==> src/rtl/uart_rx_lock.sv <==
module uart_rx_lock #(
  parameter int DATA_W = 8,
  parameter int OSR    = 16
) (
  input  logic              clk,
  input  logic              rst_n,
  input  logic              rx_in,
  input  logic              tick16,
  input  logic              rd_stb,
  input  logic              cfg_we,
  input  logic [7:0]        cfg_wdata,
  output logic [DATA_W-1:0] rx_data,
  output logic              rx_ready,
  output logic [7:0]        rx_stat
);
  localparam int CW  = $clog2(OSR);
  localparam int BW  = $clog2(DATA_W);
  localparam logic [CW-1:0] MID  = CW'(OSR/2 - 1);
  localparam logic [CW-1:0] LAST = CW'(OSR - 1);
  localparam int EN_BIT = 4, FE_BIT = 2, OV_BIT = 1;

  typedef enum logic [1:0] {S_IDLE, S_START, S_DATA, S_STOP} st_t;

  st_t               st_q;
  logic [1:0]        sync_q;
  logic [CW-1:0]     cnt_q;
  logic [BW-1:0]     bit_q;
  logic [DATA_W-1:0] shf_q, hold_q;
  logic              en_q, ovr_q, fe_q, rdy_q;

  wire rx_s   = sync_q[1];
  wire dis_wr = cfg_we && !cfg_wdata[EN_BIT];
  wire fin    = tick16 && (st_q == S_STOP) && (cnt_q == LAST);
  wire room   = !rdy_q || rd_stb;
  wire load   = fin && !ovr_q && room;
  wire over   = fin && !ovr_q && !room;

  always_ff @(posedge clk or negedge rst_n)
    if (!rst_n) sync_q <= 2'b11;
    else        sync_q <= {sync_q[0], rx_in};

  always_ff @(posedge clk or negedge rst_n) begin
    if (!rst_n) begin
      st_q  <= S_IDLE;
      cnt_q <= '0;
      bit_q <= '0;
      shf_q <= '0;
    end else if (!en_q || dis_wr) begin
      st_q  <= S_IDLE;
      cnt_q <= '0;
      bit_q <= '0;
    end else if (tick16) begin
      case (st_q)
        S_IDLE:
          if (!rx_s) begin
            st_q  <= S_START;
            cnt_q <= '0;
          end
        S_START:
          if (cnt_q == MID) begin
            cnt_q <= '0;
            bit_q <= '0;
            st_q  <= rx_s ? S_IDLE : S_DATA;
          end else cnt_q <= cnt_q + 1'b1;
        S_DATA:
          if (cnt_q == LAST) begin
            cnt_q <= '0;
            shf_q <= {rx_s, shf_q[DATA_W-1:1]};
            if (bit_q == BW'(DATA_W - 1)) st_q <= S_STOP;
            else                          bit_q <= bit_q + 1'b1;
          end else cnt_q <= cnt_q + 1'b1;
        default:
          if (cnt_q == LAST) st_q <= S_IDLE;
          else               cnt_q <= cnt_q + 1'b1;
      endcase
    end
  end

  always_ff @(posedge clk or negedge rst_n) begin
    if (!rst_n) begin
      en_q   <= 1'b0;
      ovr_q  <= 1'b0;
      fe_q   <= 1'b0;
      rdy_q  <= 1'b0;
      hold_q <= '0;
    end else begin
      if (cfg_we) en_q <= cfg_wdata[EN_BIT];
      if (!en_q || dis_wr) ovr_q <= 1'b0;
      else if (over)       ovr_q <= 1'b1;
      if (load) begin
        hold_q <= shf_q;
        fe_q   <= !rx_s;
        rdy_q  <= 1'b1;
      end else if (rd_stb) rdy_q <= 1'b0;
    end
  end

  assign rx_data  = hold_q;
  assign rx_ready = rdy_q;

  always_comb begin
    rx_stat         = '0;
    rx_stat[EN_BIT] = en_q;
    rx_stat[FE_BIT] = fe_q;
    rx_stat[OV_BIT] = ovr_q;
  end
endmodule


==> config.mk <==
export PLATFORM = sky130hd
export DESIGN_NAME = uart_rx_lock
export DESIGN_NICKNAME = d
export VERILOG_FILES = /design/src/rtl/uart_rx_lock.sv
export SDC_FILE = /design/constraint.sdc
export NUM_CORES = 1
export LEC_CHECK = 0
export ABC_CLOCK_PERIOD_IN_PS = 2700
export BUFFER_PORTS_ARGS = -buffer_cell sky130_fd_sc_hd__buf_4
export CAP_MARGIN = 15
export CORE_ASPECT_RATIO = 1.25
export CORE_MARGIN = 3
export CORE_UTILIZATION = 54
export DETAILED_ROUTE_END_ITERATION = 10
export GPL_ROUTABILITY_DRIVEN = 1
export GPL_TIMING_DRIVEN = 0
export PLACE_DENSITY = 0.86
export SYNTH_ARGS = -nofsm -noshare
export SYNTH_HDL_FRONTEND = slang
export SYNTH_SLANG_ARGS = --single-unit
==> constraint.sdc <==
create_clock -name clk -period 2.7 [get_ports clk]
set_input_delay 0.54 -clock clk [delete_from_list [all_inputs] [get_ports clk]]
set_output_delay 0.54 -clock clk [all_outputs]
set_load 0.005 [all_outputs]
* Word level (Yosys, flattened, before mapping)
Cells that the tools add are included.
** Word-level totals
- Flip-flop bits (word level) :: 31
- Logic and storage cells :: 75
- Output and inout port bits :: 17
- Input bits :: 14
** Operators by class
- Bitwise logic cells :: 1
- Add/sub/neg operators :: 2
- Reductions and logical operators :: 24
- Multiplexer cells :: 26
- Equal/unequal tests :: 12
** Operators with widths (number)
- $mux 4 :: 6
- $mux 2 :: 8
- $mux 3 :: 5
- $ne 3x3->1 const B :: 5
- $pmux 4 s3 :: 1
- $logic_and 1x1->1 :: 6
- $logic_not 1->1 :: 6
- $pmux 2 s3 :: 1
- $pmux 3 s2 :: 1
- $reduce_and 6->1 :: 1
- $reduce_bool 2->1 :: 3
- $ne 5x2->1 const B :: 1
- $reduce_and 5->1 :: 1
- $add 4x1->4 const B :: 1
- $eq 2x2->1 const B :: 2
- $eq 4x3->1 const B :: 1
- $eq 4x4->1 const B :: 1
- $mux 1 :: 4
- $reduce_and 4->1 :: 1
- $reduce_bool 4->1 :: 1
- $add 3x1->3 const B :: 1
- $eq 3x3->1 const B :: 1
- $reduce_and 3->1 :: 1
- $reduce_bool 3->1 :: 1
- 4 further kinds :: 5

* Longest topological paths before layout
Gate-level depths: netlist of run 1.
- Depth after elaboration :: 7
- Mapped depth :: 7
- Mapped depth without buffers :: 7

* Worst setup path before layout of run 1
OpenSTA, ideal clock, no wires.
- Path kind :: reg-to-reg
- From :: reg st_q[0]
- To :: reg cnt_q[2]
- Setup slack :: 835 ps
- Clock period less this slack :: 1865 ps
- Buffers on the path :: 1
- Arrival :: 1783 ps
- Stages on the path, launching flop included :: 7
- Cells stage by stage :: dfrtp_1 inv_1 ha_1 buf_1 nor3_1 or4b_2 o21ai_0
** On the way
- Word-level cells in the longest chain between the ends :: 4
- Elaborated cells on any way between the ends :: 9
- Classes of those cells :: eq/ne (4); mux (3); reduce/logical (2)
** Ends and longest elaborated chain
- start, declared :: RTL line 24 : st_t st_q;
- start signal, assigned :: RTL line 63 : st_q <= rx_s ? S_IDLE : S_DATA;
- $eq 2x2->1 (tied with other cells) :: RTL line 53 : case (st_q)
- $pmux 4 s3 :: RTL line 53
- $mux 4 :: RTL line 52 : end else if (tick16) begin
- $mux 4 :: RTL line 48 : end else if (!en_q || dis_wr) begin
- end signal, assigned :: RTL line 64 : end else cnt_q <= cnt_q + 1'b1;
- end signal, assigned :: RTL line 71 : end else cnt_q <= cnt_q + 1'b1;
- end signal, assigned :: RTL line 74 : else cnt_q <= cnt_q + 1'b1;
- end, declared :: RTL line 26 : logic [CW-1:0] cnt_q;
Parallel ways exist; a longest one is shown, timed or not. The select of a mux whose other input is x is not followed.
A chain may end at the register's enable or synchronous reset.

* Worst setup path after layout of run 1
Same ends and word-level chain as after synthesis.

==> metrics.cfg, run 1 <==
[timing]
tightest_slew_ps=691
skew_ps=13.9
setup_tns_ps=0
finalHoldViolCount=0
slew_headroom=0.540
timing.final.crit_share=0.786
rsz0062_at_grt=no
period_minus_slack_ps=2120
setup_viol=0
max_freq_mhz=471
maxSlewViolCount=0

[synth]
synth_top_family_by_area=simple AND/OR/NAND/NOR gates
synthSimpleGateAreaFrac=0.144
synthAdderAreaFrac=0.0560
synth_largest_area_cell=dfrtp_1
synth_cells=134
yosysWarnings=0
ys_top_cells_by_area=dfrtp_1, mux2_2, ha_1
seq_area_frac_synth=0.497
synth_compound_area_frac=0.112
syn_area_per_cell_um2=11.7
synth_cell_types=39
ys_ff_latch=31
yosys-mux-area-fraction=0.129
synthXorXnorAreaFrac=0
syn-cell-area_mm2=0.00157
netlist.area_leader.share=0.464

[drt]
viasPerCell=5.46
wl_per_cell_um=13.8
ant_nets=0
drc_errors=0
drt_first_pass_iters=4
drt_iter0_markers=22
dr_total_vias=1081
wl_mm=2.74

[clock_network]
cts_root_buffer=clkbuf_4
numClockSinks=31
cts_hold_buf=0
cts_tree=built
clock_latency_ps=330
cts_setup_buffers=0
numCtsBuffers=5
clockBufferDepth=2
clk_pin_slew_ps=100
htree_levels=2
post_cts_resized=0

[worst_setup_path]
cp-end-kind=flop
crit_start=st_q[0]$_DFFE_PN0P_
critPathKind=flop to flop
cp_slowest_cell=or4b_2
critPathMaxStageDelay_ps=610
r2r_cells=6
crit_required_ps=2950
reg2reg_slack_ps=580
path_cells=inv_1 -> ha_1 -> buf_1 -> nor3_1 -> or4b_2 -> o21ai_0
crit_path_end=cnt_q[2]$_DFFE_PN0P_
start_kind=flop
crit_fanout=10
cp_data_arrival_time_ps=2370
r2r_start=st_q[0]$_DFFE_PN0P_
reg2reg_to=cnt_q[2]$_DFFE_PN0P_

[grt]
grt-ovfl-total=0
track_usage=0.188
grt_antenna_before_repair=0
grt_pass1_wl_mm=4.97
grt_max_degree=32
grt_pass1_vias=1165

[power]
switching_share=0.243
power_frac_comb=0.089
pwr-share-seq=0.596
power_density_mw_per_mm2=442
ir_drop_v=0.000308
switchingPower_mw=0.194
leakagePower_nw=0.871
power.share.clock=0.315
p_int_mw=0.605

[placed_design]
placed_cell_area_mm2=0.00176
gp_congestion=0.755
port_buffers=18
dp_hpwl_mm=2.03

[final_layout]
diodes=0
final_util=0.661
layout_common_cells=dfrtp_1, buf_4, mux2_2, nor2_1
final_common_cell=dfrtp_1
finalInstanceArea_mm2=0.00181
drive_gt1_frac=0.354
syn2layout_area_growth_pct=15.4
final_nets=184

[die]
core_mm2=0.00273
die_area_mm2=0.00358
die_h_um=66.2
initial_core_util=0.573
rows=21
pin_count=31
die_w_um=54.2

[worst_hold_path]
holdCritPathClass=input port to async pin

[flow_run]
cap_violations=0

[status]
outcome=finished clean

## synth_stat cells (all sizes together)
library cell and instances:
nand2b 2, ha 7, o32ai 1, buf 9, o221ai 1, or4 1, nor2 8, or3 2
dfstp 2, nand2 7, nand3 7, conb 1, o2111ai 1, nor4 2, mux2i 1, a31oi 2
or4b 2, dfrtp 29, nor3b 1, mux2 17, a21o 1, a21boi 1, nand4b 1, and3b 1
a32oi 1, a211o 2, clkbuf 1, a2111oi 1, a21oi 5, o21ai 6, nor3 4, inv 7
## logic make-up after synthesis
family,after synthesis
and+or+nand+nor,38
muxes,18
other,1
buffers and inverters,17
AOI/OAI and AO/OA,22
adders and majority gates,7
DFF,31
## power groups by stage
stage / clock, mW / combinational, mW / sequential, mW
floorplan: 0 / 0.0442 / 0.483
finish: 0.252 / 0.0711 / 0.476
global placement: 0 / 0.0685 / 0.484
global route: 0.279 / 0.0814 / 0.477
CTS: 0.261 / 0.0723 / 0.476
detailed placement: 0 / 0.0719 / 0.485
## worst max-delay path: cells and delay by family (launching register included)
kind / cells / cell delay (ps)
compound gates: 1 / 170
flops: 1 / 430
buf+inv: 2 / 480
fa+ha+maj: 1 / 220
simple gates: 2 / 750
## layer usage
layer	share of wire	track usage
met5	0	0
met4	0.018	0.0779
met3	0.045	0.0451
met2	0.51	0.319
met1	0.43	0.221
## stage by stage
| stage | worst slack (ps) | hold slack, ps | cells | total power [mW] |
|---|---|---|---|---|
| 6_report | 577 | 125 | 198 | 0.799 |
| 5_1_grt | 414 | 142 | 198 | 0.837 |
| 4_1_cts | 568 | 131 | 198 | 0.809 |
| 3_5_place_dp | 423 | 357 | 190 | 0.557 |
| 3_3_place_gp | 480 | 348 | 190 | 0.553 |
| 2_1_floorplan | 835 | 244 | 138 | 0.528 |
## worst min path at each step
stage / start / end / slack, ps / cells past startpoint
floorplan: rst_n / bit_q[0]$_DFFE_PN0P_ / 240 / 0
global placement: sync_q[0]$_DFF_PN1_ / sync_q[1]$_DFF_PN1_ / 350 / 0
detailed placement: sync_q[0]$_DFF_PN1_ / sync_q[1]$_DFF_PN1_ / 360 / 0
CTS: rst_n / st_q[1]$_DFFE_PN0P_ / 130 / 1
global route: rst_n / st_q[1]$_DFFE_PN0P_ / 140 / 1
finish: rst_n / st_q[1]$_DFFE_PN0P_ / 130 / 1
## state kept, by name, indices dropped and copies added (netlist names)
| register | flops |
|---|---|
| bit_q | 3 |
| en_q | 1 |
| rx_data | 8 |
| sync_q | 2 |
| rx_ready | 1 |
| ovr_q | 1 |
| fe_q | 1 |
| st_q | 2 |
| cnt_q | 4 |
| shf_q | 8 |
## cell type report
type,count,area (um^2)
fillers,218,926
multi-input cells,90,708
well taps,34,42.5
clock buffers,8,48.8
repair buffers,18,135
inverters,7,26.3
plain buffers,10,67.6
flip-flops and latches,31,778
No activity file was read; power rests on OpenSTA's default activity.
==> inputs of run 2 (changes only) <==
- ABC_CLOCK_PERIOD_IN_PS: 2700 -> 2050
- clock period: 2.7 -> 2.05 ns (I/O delays scaled with it)
==> run 2 against run 1 <==
The flow now finishes with violations (hold timing). Via count increased by 3.0%. Non-clock buffer count grew 2. Hold slack worse by 130 ps. Combinational power rose by 46%. Clock skew is 0.53 ps higher. Die area is the same. Register-to-register slack got worse by 480 ps. Utilization grew 1.7 points. Routed wire length up 1.3%. Sequential cell count is the same.
==> metrics.cfg, run 2 (same netlist as run 1, synthesis figures left out) <==
[worst_hold_path]
holdCritPathClass=input port to async pin

[power]
ir_drop_v=0.000433  ; +41%
p_int_mw=0.804  ; +33%
switchingPower_mw=0.257  ; +32%
p_total_mw=1.06  ; +33%
pwr-share-seq=0.593  ; -0.003
power_frac_comb=0.098  ; +0.009
power_density_mw_per_mm2=572  ; +29%
switching_share=0.242  ; -0.00104
power.share.clock=0.310  ; -0.005
leakagePower_nw=0.882  ; +1.2%

[die]
core_mm2=0.00273  ; unchanged
die_area_mm2=0.00358  ; unchanged
initial_core_util=0.573  ; unchanged
rows=21  ; unchanged
die_h_um=66.2  ; unchanged
die_w_um=54.2  ; unchanged
pin_count=31  ; unchanged

[timing]
finalHoldViolCount=8  ; +8
slew_headroom=0.645  ; +0.106
setup_viol=0  ; unchanged
rsz0062_at_grt=yes
tightest_slew_ps=526  ; -164 ps
skew_ps=14.5  ; +0.531 ps
period_minus_slack_ps=1950  ; -171 ps
holdWs_ps=-5.49  ; -131 ps
max_freq_mhz=512  ; +8.7%
maxSlewViolCount=0  ; unchanged
timing.final.crit_share=0.953  ; +0.166

[clock_network]
clk_pin_slew_ps=100  ; about the same
numCtsBuffers=5  ; unchanged
numClockSinks=31  ; unchanged
clock_latency_ps=320  ; about the same
cts_tree=built
clockBufferDepth=2  ; unchanged
htree_levels=2  ; unchanged
cts_hold_buf=0  ; unchanged
cts_root_buffer=clkbuf_4

[drt]
drc_errors=0  ; unchanged
drt_first_pass_iters=4  ; unchanged
ant_nets=0  ; unchanged
drt_iter0_markers=15  ; -32%
wl_per_cell_um=13.9  ; +0.26%
dr_total_vias=1113  ; +3.0%
viasPerCell=5.57  ; +1.9%
wl_mm=2.78  ; +1.3%

[worst_setup_path]
crit_required_ps=2300  ; -650 ps
cp_data_arrival_time_ps=2200  ; -170 ps
reg2reg_slack_ps=100  ; -480 ps
crit_fanout=10  ; unchanged
r2r_start=st_q[0]$_DFFE_PN0P_
reg2reg_to=cnt_q[2]$_DFFE_PN0P_
critPathKind=flop to flop
r2r_cells=6  ; unchanged
start_kind=flop
cp-end-kind=flop

[grt]
grt_antenna_before_repair=0  ; unchanged
grt-ovfl-total=0  ; unchanged
grt_pass1_vias=1178  ; +1.1%
grt_max_degree=32  ; unchanged
grt_pass1_wl_mm=4.98  ; +0.26%
track_usage=0.189  ; +0.000926

[flow_run]
cap_violations=0  ; unchanged

[status]
outcome=finished, violations left
violations=hold timing

[final_layout]
diodes=0  ; unchanged
final_nets=186  ; +1.1%
syn2layout_area_growth_pct=18.5
drive_gt1_frac=0.410  ; +0.0560
regArea_um2=779  ; +0.16%
multiInputGateArea_um2=736  ; +3.9%
layout_common_cells=buf_4, dfrtp_1, mux2_2, nor2_1, nand2_1
fillers=211  ; -3.2%

[placed_design]
dp_hpwl_mm=2.03  ; unchanged
port_buffers=18  ; unchanged
gp_congestion=0.755  ; unchanged

run 2: layout make-up:
cell class                      count  share of cell area
Inverter                            7              0.0142
Buffer                             10              0.0385
Tap cell                           34              0.0229
Multi-Input combinational cell     90               0.397
Timing Repair Buffer               20              0.0810
Sequential cell                    31               0.420
Clock buffer                        8              0.0263
run 2: worst max-delay path by stage:
stage                             start                    to  slack, ps  depth (start not counted)
floorplan           st_q[0]$_DFFE_PN0P_  cnt_q[2]$_DFFE_PN0P_        180                          6
global placement           cfg_wdata[4]  shf_q[4]$_DFFE_PN0P_        -40                          6
detailed placement         cfg_wdata[4]  shf_q[4]$_DFFE_PN0P_       -100                          6
CTS                 st_q[1]$_DFFE_PN0P_   st_q[1]$_DFFE_PN0P_          3                          7
global route        st_q[0]$_DFFE_PN0P_   st_q[1]$_DFFE_PN0P_        -20                          7
finish              st_q[0]$_DFFE_PN0P_  cnt_q[2]$_DFFE_PN0P_        100                          6
run 2: worst max-delay path, stage by stage, from the launching register on:
cell	delay, ps
dfrtp_2	460
inv_1	120
ha_1	220
clkbuf_4	220
nor3_1	90
or4b_2	600
o21ai_0	170
run 2: repair_timing:
item | in CTS | in global routing
buffers inserted | 1 | 1
pin swaps | 1 | 1
resized for setup | 1 | 9
endpoints found under the setup margin | 10 | 5
run 2: stage by stage:
step	setup slack, ps	cells	setup TNS [ps]	utilization	area, um^2
5_1_grt	-23.9	200	-23.9	0.679	1850
3_3_place_gp	-40.3	190	-363	0.643	1760
2_1_floorplan	185	138	0	-	1580
3_5_place_dp	-97.0	190	-1300	0.643	1760
6_report	97.4	200	0	0.679	1850
4_1_cts	3.14	199	0	0.664	1820
run 2: per-layer routing:
layer  vias up  part of all wire  track usage
li1        534                 -            -
met1       544              0.41        0.221
met2        28              0.52        0.323
met3         7             0.049       0.0451
met4         0             0.017       0.0748
met5         -                 0            0
run 2: power by group through the flow:
stage               clock network [mW]  registers, mW  logic (mW)
finish                           0.328          0.629       0.104
global route                     0.367          0.630       0.117
CTS                              0.343          0.627      0.0953
detailed placement                   0          0.639      0.0947
global placement                     0          0.638      0.0902
floorplan                            0          0.637      0.0582
==> inputs of run 3 (changes only) <==
- CELL_PAD_IN_SITES_DETAIL_PLACEMENT: unset -> 1
- CELL_PAD_IN_SITES_GLOBAL_PLACEMENT: unset -> 2
- CORE_UTILIZATION: 54 -> 35
==> run 3 against run 2 <==
The flow now finishes without violations. Cell area is 4.0% higher. Power grew 14%. Via count is 3.9% higher. Register-to-register slack got worse by 50 ps. Critical endpoint is now st_q[1]$_DFFE_PN0P_.
==> metrics.cfg, run 3 (same netlist as run 1, synthesis figures left out) <==
[worst_setup_path]
crit_required_ps=2250  ; -50 ps
reg2reg_slack_ps=50  ; -50 ps
cp-end-kind=flop
cp_common_cell=a21oi_1
path_cells=inv_1 -> ha_2 -> nand4b_1 -> a21oi_1 -> o221ai_2 -> or4b_1 -> a21oi_1
reg2reg_to=st_q[1]$_DFFE_PN0P_
critPathKind=flop to flop
cp_data_arrival_time_ps=2200  ; about the same
critPathMaxStageDelay_ps=510  ; -90 ps
crit_family=simple AND/OR/NAND/NOR gates
worstSetupPathDepth=7  ; +1
crit_start=st_q[1]$_DFFE_PN0P_
r2r_cells=7  ; +1
crit_path_end=st_q[1]$_DFFE_PN0P_
cp_slowest_cell=or4b_1
crit_buf_inv=1  ; -1
start_kind=flop
r2r_start=st_q[1]$_DFFE_PN0P_
crit_fanout=9  ; -1

[die]
pin_count=31  ; unchanged
die_h_um=80.8  ; +22%
core_mm2=0.00420  ; +54%
die_w_um=65.8  ; +22%
initial_core_util=0.373  ; -0.200
die_area_mm2=0.00532  ; +48%
rows=26  ; +24%

[grt]
track_usage=0.154  ; -0.0358
grt_pass1_vias=1276  ; +8.3%
grt-ovfl-total=0  ; unchanged
grt_pass1_wl_mm=6.09  ; +22%
grt_max_degree=32  ; unchanged
grt_antenna_before_repair=0  ; unchanged

[final_layout]
final_nets=187  ; +0.54%
diodes=0  ; unchanged
final_util=0.460  ; -0.219
drive_gt1_frac=0.422  ; +0.0120
regArea_um2=779  ; unchanged
instances_no_fill=222  ; +11%
syn2layout_area_growth_pct=23.3
final_common_cell=buf_4
layout_common_cells=buf_4, dfrtp_1, mux2_2, nor2_1
multiInputGateArea_um2=739  ; +0.51%
fillers=461  ; +120%
finalInstanceArea_mm2=0.00193  ; +4.0%

[flow_run]
cap_violations=0  ; unchanged

[status]
outcome=finished clean

[clock_network]
clock_latency_ps=280  ; -40 ps
htree_levels=2  ; unchanged
cts_tree=built
clk_pin_slew_ps=60  ; -40 ps
cts_root_buffer=clkbuf_8
clockBufferDepth=2  ; unchanged
numClockSinks=31  ; unchanged
numCtsBuffers=5  ; unchanged

[timing]
finalWorstSetupSlack_ps=49.6  ; -47.8 ps
maxSlewViolCount=0  ; unchanged
setup_viol=0  ; unchanged
finalHoldViolCount=0  ; -8
max_freq_mhz=500  ; -2.4%
period_minus_slack_ps=2000  ; +47.8 ps
skew_ps=6.00  ; -8.46 ps
rsz0062_at_grt=yes
timing.final.crit_share=0.976  ; +0.0233

[placed_design]
pre_cts_slack_ps=-197  ; -100 ps
port_buffers=18  ; unchanged
place_inst=212  ; +12%
placed_cell_area_mm2=0.00179  ; +1.6%
dp_hpwl_mm=2.66  ; +31%
gp_congestion=0.757  ; +0.33%

[power]
power_density_mw_per_mm2=627  ; +9.6%
ir_drop_v=0.000503  ; +16%
leakagePower_nw=0.908  ; +3.0%

[drt]
routed.top_layer=met4
dr_total_vias=1156  ; +3.9%
ant_nets=0  ; unchanged
wl_per_cell_um=16.0  ; +15%
wl_mm=3.55  ; +28%
viasPerCell=5.21  ; -6.4%
wl_met1_mm=1.32  ; +15%
drc_errors=0  ; unchanged
drt_iter0_markers=6  ; -9
dr_wl_met3_um=158  ; +16%
drt_first_pass_iters=4  ; unchanged
wl_met2_mm=1.99  ; +38%

[worst_hold_path]
holdCritPathClass=input port to async pin

run 3: repair_timing:
| item | CTS | global route |
|---|---|---|
| pin swaps | 1 | 0 |
| setup buffers | 3 | 0 |
| setup endpoints to repair | 12 | 4 |
| hold buffers | 0 | 0 |
| resized for setup | 5 | 3 |
| cloned | 0 | 0 |
run 3: worst min path at each step:
| stage | start | end | slack (ps) | depth (start not counted) |
|---|---|---|---|---|
| global placement | sync_q[0]$_DFF_PN1_ | sync_q[1]$_DFF_PN1_ | 350 | 0 |
| finish | rst_n | bit_q[2]$_DFFE_PN0P_ | 50 | 1 |
| floorplan | rst_n | bit_q[0]$_DFFE_PN0P_ | 110 | 0 |
| CTS | rst_n | bit_q[2]$_DFFE_PN0P_ | 60 | 1 |
| detailed placement | sync_q[0]$_DFF_PN1_ | sync_q[1]$_DFF_PN1_ | 350 | 0 |
| global route | rst_n | bit_q[2]$_DFFE_PN0P_ | 70 | 1 |
run 3: per-layer routing:
metal | global-route usage | up-vias
li1 | - | 532
met1 | 0.162 | 596
met2 | 0.277 | 22
met3 | 0.0443 | 6
met4 | 0.0726 | 0
met5 | 0 | -
run 3: cell type report:
cell class                      count  share of cell area
Inverter                            7              0.0136
Clock inverter                      1             0.00259
Multi-Input combinational cell     90               0.383
Buffer                             10              0.0357
Clock buffer                        6              0.0428
Tap cell                           56              0.0363
Timing Repair Buffer               21              0.0817
Sequential cell                    31               0.404
run 3: power by group:
group	switching (mW)	internal (mW)	total (mW)
Clock	0.215	0.263	0.478
Sequential	0.00785	0.621	0.629
Combinational	0.0598	0.0426	0.102
run 3: worst reg2reg max path, delay by kind of cell, from the launching register on:
kind	cells	cell delay (ps)
DFF	1	420
and+or+nand+nor	2	620
buffers and inverters	1	110
adders and majority gates	1	260
AOI/OAI and AO/OA	3	510
run 3: through the flow:
| step | hold WS (ps) | total power, mW | TNS (ps) |
|---|---|---|---|
| after floorplan | 114 | 0.695 | 0 |
| after global placement | 347 | 0.731 | -1040 |
| after detailed placement | 349 | 0.737 | -2390 |
| after CTS | 59.7 | 1.22 | 0 |
| after global routing | 73.4 | 1.27 | -191 |
| final | 48.6 | 1.21 | 0 |
